--- src/rtl/thermal_pkg.sv ---
package thermal_pkg;
   typedef enum logic [1:0] {
      THR_NONE   = 2'd0,
      THR_HALF   = 2'd1,
      THR_NINETY = 2'd2,
      THR_FULL   = 2'd3
   } thr_level_e;

   localparam int unsigned OFS_CTRL  = 8;
   localparam int unsigned OFS_SENSE = 16;
   localparam int unsigned OFS_CAPS  = 32;

   localparam int unsigned LSB_T1   = 0;
   localparam int unsigned BIT_EN1  = 7;
   localparam int unsigned LSB_T2   = 8;
   localparam int unsigned BIT_EN2  = 15;
   localparam int unsigned LSB_TRIP = 24;
   localparam int unsigned BIT_ST1  = 32;
   localparam int unsigned BIT_POL  = 44;
   localparam int unsigned NUM_TIER = 2;
endpackage

--- src/rtl/thermal_eval.sv ---
module thermal_eval
   import thermal_pkg::*;
#(
   parameter int unsigned TEMP_W = 7
) (
   input  logic                            clk,
   input  logic                            rst_n,
   input  logic                            sample_vld,
   input  logic [TEMP_W-1:0]               sample,
   input  logic [NUM_TIER-1:0][TEMP_W-1:0] thr,
   input  logic [NUM_TIER-1:0]             thr_en,
   input  logic [TEMP_W-1:0]               trip_lvl,
   input  logic                            half_policy,
   input  logic                            strap,
   output logic [NUM_TIER-1:0]             tier_hit,
   output thr_level_e                      level_q,
   output logic                            shut_q
);
   logic       trip_hit;
   thr_level_e level_nxt;

   for (genvar t = 0; t < NUM_TIER; t++) begin : g_tier
      assign tier_hit[t] = sample_vld && thr_en[t] && (sample >= thr[t]);
   end

   assign trip_hit = sample_vld && (sample >= trip_lvl);

   always_comb begin
      if (shut_q || trip_hit)   level_nxt = THR_FULL;
      else if (tier_hit[1])     level_nxt = THR_FULL;
      else if (tier_hit[0])     level_nxt = half_policy ? THR_HALF : THR_NINETY;
      else                      level_nxt = THR_NONE;
   end

   always_ff @(posedge clk or negedge rst_n) begin
      if (!rst_n) begin
         level_q <= THR_NONE;
         shut_q  <= 1'b0;
      end else begin
         shut_q <= shut_q | trip_hit;
         if (strap)           level_q <= THR_NONE;
         else if (sample_vld) level_q <= level_nxt;
      end
   end

   p_shutdown_hold_r4: assert property (@(posedge clk) disable iff (!rst_n)
      $past(shut_q) |-> shut_q);
   p_trip_sets_r4: assert property (@(posedge clk) disable iff (!rst_n)
      $past(trip_hit) |-> shut_q);
   p_strap_quiet_r10: assert property (@(posedge clk) disable iff (!rst_n)
      $past(strap) |-> level_q == THR_NONE);
   p_level_hold_r9: assert property (@(posedge clk) disable iff (!rst_n)
      !$past(sample_vld) && !$past(strap) |-> $stable(level_q));
   p_trip_full_r8: assert property (@(posedge clk) disable iff (!rst_n)
      $rose(shut_q) && !$past(strap) |-> level_q == THR_FULL);
endmodule

--- src/rtl/thermal_regs.sv ---
module thermal_regs
   import thermal_pkg::*;
#(
   parameter int unsigned     TEMP_W   = 7,
   parameter int unsigned     DATA_W   = 64,
   parameter int unsigned     ADDR_W   = 6,
   parameter logic [TEMP_W-1:0] RST_TRIP = '1
) (
   input  logic                            clk,
   input  logic                            rst_n,
   input  logic [ADDR_W-1:0]               bus_addr,
   input  logic                            bus_wr_en,
   input  logic [DATA_W-1:0]               bus_wdata,
   output logic [DATA_W-1:0]               bus_rdata,
   input  logic                            sample_vld,
   input  logic [TEMP_W-1:0]               sample,
   input  logic                            strap,
   input  logic [NUM_TIER-1:0]             tier_hit,
   output logic [NUM_TIER-1:0][TEMP_W-1:0] thr,
   output logic [NUM_TIER-1:0]             thr_en,
   output logic [TEMP_W-1:0]               trip_lvl,
   output logic                            half_policy
);
   localparam logic [ADDR_W-1:0] A_CTRL  = ADDR_W'(OFS_CTRL);
   localparam logic [ADDR_W-1:0] A_SENSE = ADDR_W'(OFS_SENSE);
   localparam logic [ADDR_W-1:0] A_CAPS  = ADDR_W'(OFS_CAPS);
   localparam int unsigned LSB_TH[NUM_TIER] = '{LSB_T1, LSB_T2};
   localparam int unsigned POS_EN[NUM_TIER] = '{BIT_EN1, BIT_EN2};

   if (TEMP_W < 1 || TEMP_W > 7) begin : g_bad_temp
      $error("thermal_regs: TEMP_W must fit a 7-bit field lane");
   end
   if (DATA_W < BIT_POL + 1) begin : g_bad_data
      $error("thermal_regs: DATA_W too narrow for the control layout");
   end
   if (ADDR_W < 6) begin : g_bad_addr
      $error("thermal_regs: ADDR_W too narrow for the register offsets");
   end

   logic                wr_ctrl;
   logic [NUM_TIER-1:0] clr;
   logic [NUM_TIER-1:0] stat_q;
   logic [TEMP_W-1:0]   temp_q;

   assign wr_ctrl = bus_wr_en && (bus_addr == A_CTRL);

   for (genvar t = 0; t < NUM_TIER; t++) begin : g_flag
      assign clr[t] = wr_ctrl && bus_wdata[BIT_ST1 + t];

      p_set_wins_r6: assert property (@(posedge clk) disable iff (!rst_n)
         $past(tier_hit[t]) |-> stat_q[t]);
      p_status_hold_r5: assert property (@(posedge clk) disable iff (!rst_n)
         $past(stat_q[t]) && !$past(clr[t]) |-> stat_q[t]);
   end

   always_ff @(posedge clk or negedge rst_n) begin
      if (!rst_n) begin
         thr         <= '0;
         thr_en      <= '0;
         trip_lvl    <= RST_TRIP;
         half_policy <= 1'b0;
         stat_q      <= '0;
         temp_q      <= '0;
      end else begin
         stat_q <= (stat_q & ~clr) | tier_hit;
         if (sample_vld) temp_q <= sample;
         if (wr_ctrl) begin
            for (int t = 0; t < NUM_TIER; t++) begin
               thr[t]    <= bus_wdata[LSB_TH[t] +: TEMP_W];
               thr_en[t] <= bus_wdata[POS_EN[t]];
            end
            trip_lvl    <= bus_wdata[LSB_TRIP +: TEMP_W];
            half_policy <= bus_wdata[BIT_POL];
         end
      end
   end

   always_comb begin
      bus_rdata = '0;
      if (bus_addr == A_CTRL) begin
         for (int t = 0; t < NUM_TIER; t++) begin
            bus_rdata[LSB_TH[t] +: TEMP_W] = thr[t];
            bus_rdata[POS_EN[t]]           = thr_en[t];
            bus_rdata[BIT_ST1 + t]         = stat_q[t];
         end
         bus_rdata[LSB_TRIP +: TEMP_W] = trip_lvl;
         bus_rdata[BIT_POL]            = half_policy;
      end else if (bus_addr == A_SENSE) begin
         bus_rdata[TEMP_W-1:0] = temp_q;
      end else if (bus_addr == A_CAPS) begin
         bus_rdata[0] = strap;
      end
   end

   p_sensor_hold_r3: assert property (@(posedge clk) disable iff (!rst_n)
      !$past(sample_vld) |-> $stable(temp_q));
endmodule

--- src/rtl/thermal_throttle_ctrl.sv ---
module thermal_throttle_ctrl
   import thermal_pkg::*;
#(
   parameter int unsigned       TEMP_W   = 7,
   parameter int unsigned       DATA_W   = 64,
   parameter int unsigned       ADDR_W   = 6,
   parameter logic [TEMP_W-1:0] RST_TRIP = '1
) (
   input  logic              clk,
   input  logic              rst_n,
   input  logic              temp_valid,
   input  logic [TEMP_W-1:0] temp_in,
   input  logic              no_throttle_strap,
   input  logic [ADDR_W-1:0] bus_addr,
   input  logic              bus_wr_en,
   input  logic [DATA_W-1:0] bus_wdata,
   output logic [DATA_W-1:0] bus_rdata,
   output logic [1:0]        throttle_code,
   output logic              shutdown_req
);
   logic [NUM_TIER-1:0][TEMP_W-1:0] thr;
   logic [NUM_TIER-1:0]             thr_en;
   logic [NUM_TIER-1:0]             tier_hit;
   logic [TEMP_W-1:0]               trip_lvl;
   logic                            half_policy;
   thr_level_e                      level_q;

   thermal_regs #(
      .TEMP_W(TEMP_W), .DATA_W(DATA_W), .ADDR_W(ADDR_W), .RST_TRIP(RST_TRIP)
   ) u_regs (
      .clk(clk), .rst_n(rst_n),
      .bus_addr(bus_addr), .bus_wr_en(bus_wr_en), .bus_wdata(bus_wdata),
      .bus_rdata(bus_rdata),
      .sample_vld(temp_valid), .sample(temp_in), .strap(no_throttle_strap),
      .tier_hit(tier_hit), .thr(thr), .thr_en(thr_en),
      .trip_lvl(trip_lvl), .half_policy(half_policy)
   );

   thermal_eval #(.TEMP_W(TEMP_W)) u_eval (
      .clk(clk), .rst_n(rst_n),
      .sample_vld(temp_valid), .sample(temp_in),
      .thr(thr), .thr_en(thr_en), .trip_lvl(trip_lvl),
      .half_policy(half_policy), .strap(no_throttle_strap),
      .tier_hit(tier_hit), .level_q(level_q), .shut_q(shutdown_req)
   );

   assign throttle_code = level_q;
endmodule

--- config.mk ---
export PLATFORM = sky130hd
export DESIGN_NAME = thermal_throttle_ctrl
export DESIGN_NICKNAME = d
export VERILOG_FILES = /design/src/rtl/thermal_pkg.sv /design/src/rtl/thermal_eval.sv /design/src/rtl/thermal_regs.sv /design/src/rtl/thermal_throttle_ctrl.sv
export SDC_FILE = /design/constraint.sdc
export NUM_CORES = 1
export LEC_CHECK = 0
export ABC_AREA = 1
export BUFFER_PORTS_ARGS = -buffer_cell sky130_fd_sc_hd__buf_2
export CAP_MARGIN = 20
export CORE_MARGIN = 1
export CORE_UTILIZATION = 43
export CTS_CLUSTER_DIAMETER = 200
export DETAILED_ROUTE_END_ITERATION = 8
export PLACE_DENSITY = 0.83
export SLEW_MARGIN = 20
export SYNTH_ARGS = -nofsm -noshare
export SYNTH_HDL_FRONTEND = slang
export SYNTH_SLANG_ARGS = --single-unit
--- constraint.sdc ---
create_clock -name clk -period 4.35 [get_ports clk]
set_input_delay 0.435 -clock clk [delete_from_list [all_inputs] [get_ports clk]]
set_output_delay 0.435 -clock clk [all_outputs]
set_load 0.03 [all_outputs]
### Word-level counts from Yosys, hierarchy flattened

Index checks and enable logic that the tools add are counted.

| word-level totals | value |
|---|---|
| register bits after elaboration | 36 |
| output and inout port bits | 67 |
| bits of input ports | 82 |

| operators by class | value |
|---|---|
| multiplexer cells | 14 |
| bitwise operators | 4 |
| $lt $le $gt $ge | 3 |
| equality and inequality tests | 3 |
| reduce and logical (&&, ||, !) cells | 10 |

Operators with widths:

| kind | count |
|---|---|
| greater-or-equal comparator 7 bit | 3 |
| two-way mux 2 bit | 7 |
| two-way mux 7 bit | 2 |
| two-way mux 9 bit | 1 |
| logical AND 1 bit | 8 |
| == test 6 x 4 -> 1 bit (second input constant) | 1 |
| == test 6 x 5 -> 1 bit (second input constant) | 1 |
| == test 6 bit (second input constant) | 1 |
| two-way mux 6 bit | 1 |
| two-way mux 1 bit | 3 |
| AND 2 bit | 1 |
| inverter 2 bit | 1 |
| OR 2 bit | 1 |
| nonzero test 2 bit | 1 |
| logical OR 1 bit | 1 |
| OR 1 bit | 1 |

### Depth between registers and ports, before layout

| logic depth | value |
|---|---|
| depth after elaboration | 7 |
| depth in mapped cells | 11 |

### Hierarchy

Synthesis repeated with hierarchy kept, for this count alone.

| second synthesis, totals | value |
|---|---|
| cells, all modules | 362 |
| area total of the unflattened synthesis | 2692.6 um2 |

By module, submodules not included:

| module | cells each | sequential area each (um2) | times used | area an instance (um2) |
|---|---|---|---|---|
| thermal_regs | 241 | 834.6 | 1 | 1928.1 |
| thermal_eval | 121 | 75.1 | 1 | 764.5 |

### Worst setup path before layout

No wires, ideal clock.

| path | value |
|---|---|
| path type | input to output |
| from | input bus_addr[2] |
| to | output bus_rdata[5] |
| setup slack | 2317 ps |
| stages | 4 |
| arrival | 1598 ps |
| path buffers | 1 |
| cell sequence | nor4_4 nand2_1 buf_2 o22ai_1 |

| between the ends | value |
|---|---|
| longest elaborated chain between the ends | 3 |
| elaborated cells on any way between the ends | 4 |
| those cells by class | eq/ne (2); mux (2) |

RTL lines:

| what | RTL line | text |
|---|---|---|
| start, declared | thermal_throttle_ctrl.sv:14 | `input logic [ADDR_W-1:0] bus_addr,` |
| == test 6 x 5 -> 1 bit | thermal_regs.sv:88 | `end else if (bus_addr == A_SENSE) begin` |
| two-way mux 6 bit | thermal_regs.sv:88 |  |
| two-way mux 7 bit (*) | thermal_regs.sv:80 | `if (bus_addr == A_CTRL) begin` |
| end, declared | thermal_throttle_ctrl.sv:17 | `output logic [DATA_W-1:0] bus_rdata,` |

Mark *: on every way between the ends. The rest lies on a longest branch, timed or not.

### Final worst setup path

| path | value |
|---|---|
| from | input bus_addr[2] |
| to | output bus_rdata[3] |

The elaborated chain is that of the path after synthesis.

==> impl_results.md <==
- Setup Buffers After CTS: 0
- Core area: 5507 um2
- Cts hold-fix bufs: 0
- Max Slew Vio Count: 0
- Final Hold Fails: 0
- Layout cell share with drive strength beyond 1: 0.2392
- Crit path DAT: 2.10 ns
- GR Util met3: 0.03176
- Crit Path Class: in -> out
- Total global-route track usage: 0.1811
- Final setup margin: 1.816 ns
- Most Frequent Cell on Critical Path: buf_2
- Placer Congestion: 0.7321
- Synthesized cell area: 2470 um2
- Critical path startpoint category: primary input
- Cells along the critical path: buf_2 > nor4_4 > nand2_1 > o22ai_1 > buf_2
- # fillers: 546
- Synth top area cells: dfrtp_1 29%, buf_4 12%, nand2_1 12%
- Worst Hold Class: in -> async
- Largest net degree at the start of global routing: 50
- Count of final setup violators: 0
- Number of global-route vias before repair: 1937
- Drt drc: 0
- Asr flop ratio synth: 1.000
- Die Wd: 77.79 um
- Crit. End Element: primary output
- Worst Max-Slew Pin Slew: 0.9087 ns
- Reg-to-Reg Start: u_regs.trip_lvl[2]
- CTS resizes: 0
- Synth warn: 0
- RSZ-0062 raised after global routing: false
- Final HPWL DP: 3943 um
- CP max FO: 25
- Count leader, synth: nand2_1
- Slew HR: 0.3927
- Post-route clock period utilization: 0.5826
- Post-synth top cells: 77 x nand2_1, 49 x inv_1, 40 x buf_4
- Final ANT Viol Nets: 0
- IO Pins: 149
- Clock root buffer: clkbuf_8
- Clk slew on worst S/H paths: 0.07 ns
- First-pass GRT wire length: 8583 um
- Fmax: 394.6 MHz
- WL/cell: 10.89 um
- Total wire length: 5065 um
- Vias per inst: 4.518
- GRT Max-Usage Layer: met2
- Post-synth EDFFs: 0
- Post-synth top area cell: dfrtp_1
- Yosys cell types: 23
- Area grow syn2layout: 13.83%
- Predominant post-synthesis flop cell: dfrtp_1
- R2R Setup Slk: 2.58 ns
- Synth top area share: 0.2938
- TritonCTS clock tree: yes
- First drt pass iteration count: 4
- Post-route setup TNS: 0 ns
- Hold_ws: 0.2287 ns
- IO Port Bufs: 72
- Syn avg cell area: 7.647 um2
- Clock Tree Buf Depth: 2
- Met2 track demand over resource: 0.3186
- Status: complete, no violations
- Die footprint: 6051 um2
- Total CTS buffers: 5
- Slowest-stage cell, CP: nand2_1
- Fin util: 0.5106
- Die H: 77.79 um
- Register area share after synthesis: 0.3683
- Synth Instances: 323
- PwrDens: 336.4 nW/um2
- H-tree levels: 2
- Reg2reg end: u_eval.level_q[0]
- Routing usage on met1: 0.2235
- VDD IR max: 150.2 uV
- R2r worst-path depth: 10
- Nets@finish: 495
- Antenna diode count: 0
- Post-layout min period: 2.534 ns
- Initial Utilization: 0.4485
- Area of the multi-input gates: 1174 um2
- Total congestion overflow: 0
- Clock Sinks: 36
- DP Worst Slack: 1.778 ns
- Initial drt markers: 67
- Initial antenna violation count: 0
- Leak: 1.689 nW
- Critical path's largest stage delay: 0.59 ns
- Clock skew: 0.003825 ns
- Yosys reg bits: 36
- Sequential standard cell area: 909.6 um2
- Clk Latency, worst-skew pair: 0.28 ns
- DR vias: 2101
- Row count: 27
- Worst endpoint required time: 3.91 ns
- Total of max-cap violations: 0
==> how the worst max path moves through the flow <==
stage                 from      endpoint  cells past startpoint
6_report       bus_addr[2]  bus_rdata[3]                      5
3_3_place_gp   bus_addr[2]  bus_rdata[3]                      5
4_1_cts        bus_addr[2]  bus_rdata[3]                      5
3_5_place_dp   bus_addr[2]  bus_rdata[3]                      5
2_1_floorplan  bus_addr[2]  bus_rdata[5]                      4
5_1_grt        bus_addr[2]  bus_rdata[3]                      5
==> critical path: cells and delay by family <==
kind / cells / cell delay [ns]
compound gates: 1 / 0.37
buf+inv: 2 / 0.37
simple gates: 2 / 0.92
==> power breakdown <==
part           internal [mW]  total, mW  switching, mW
clock                  0.129      0.242          0.113
sequential             0.398      0.416         0.0184
combinational         0.0944      0.287          0.193
==> cells in the final DEF (no fill, tap or decap), types with 8 or more instances in the layout <==
cell and count:
a21oi_1 8, buf_2 72, conb_1 38, dfrtp_1 29, ha_1 21, inv_1 49, nand2_1 77, nand3_1 9
nor2_1 30, o21ai_0 25
==> through the flow <==
step	total power, mW	instance area [um2]	std cells
finish	0.9457	2811	465
global route	1.019	2811	465
CTS	0.9568	2811	465
detailed placement	0.7125	2721	457
global placement	0.6973	2721	457
floorplan	0.6583	2609	360
==> cells by family (layout without fill, tap and decap cells) <==
family / count (synthesis) / count (layout) / share of synthesized area
compound gates: 48 / 48 / 0.1125
fa+ha+maj: 21 / 21 / 0.1064
buf+inv: 97 / 130 / 0.2128
flops: 36 / 36 / 0.3683
other cells: 1 / 38 / 0.001518
simple gates: 120 / 120 / 0.1986
==> flip-flops by register name (all words and copies together), names as in the netlist <==
signal	cells
u_regs.trip_lvl	7
u_regs.thr	14
u_regs.thr_en	2
u_regs.half_policy	1
u_regs.stat_q	2
u_eval.shut_q	1
u_eval.level_q	2
u_regs.temp_q	7
==> per-layer routing <==
metal	wire (um)	up-vias
li1	-	1070
met1	2184	945
met2	2502	78
met3	314	8
met4	64	0
met5	0	-
==> layout make-up <==
cell class | instances | share of cell area
well taps | 72 | 0.03204
flip-flops and latches | 36 | 0.3235
repair buffers | 72 | 0.1282
multi-input cells | 227 | 0.4174
clock buffers | 8 | 0.03204
inverters | 50 | 0.06676
No activity file was read; power rests on OpenSTA's default activity.
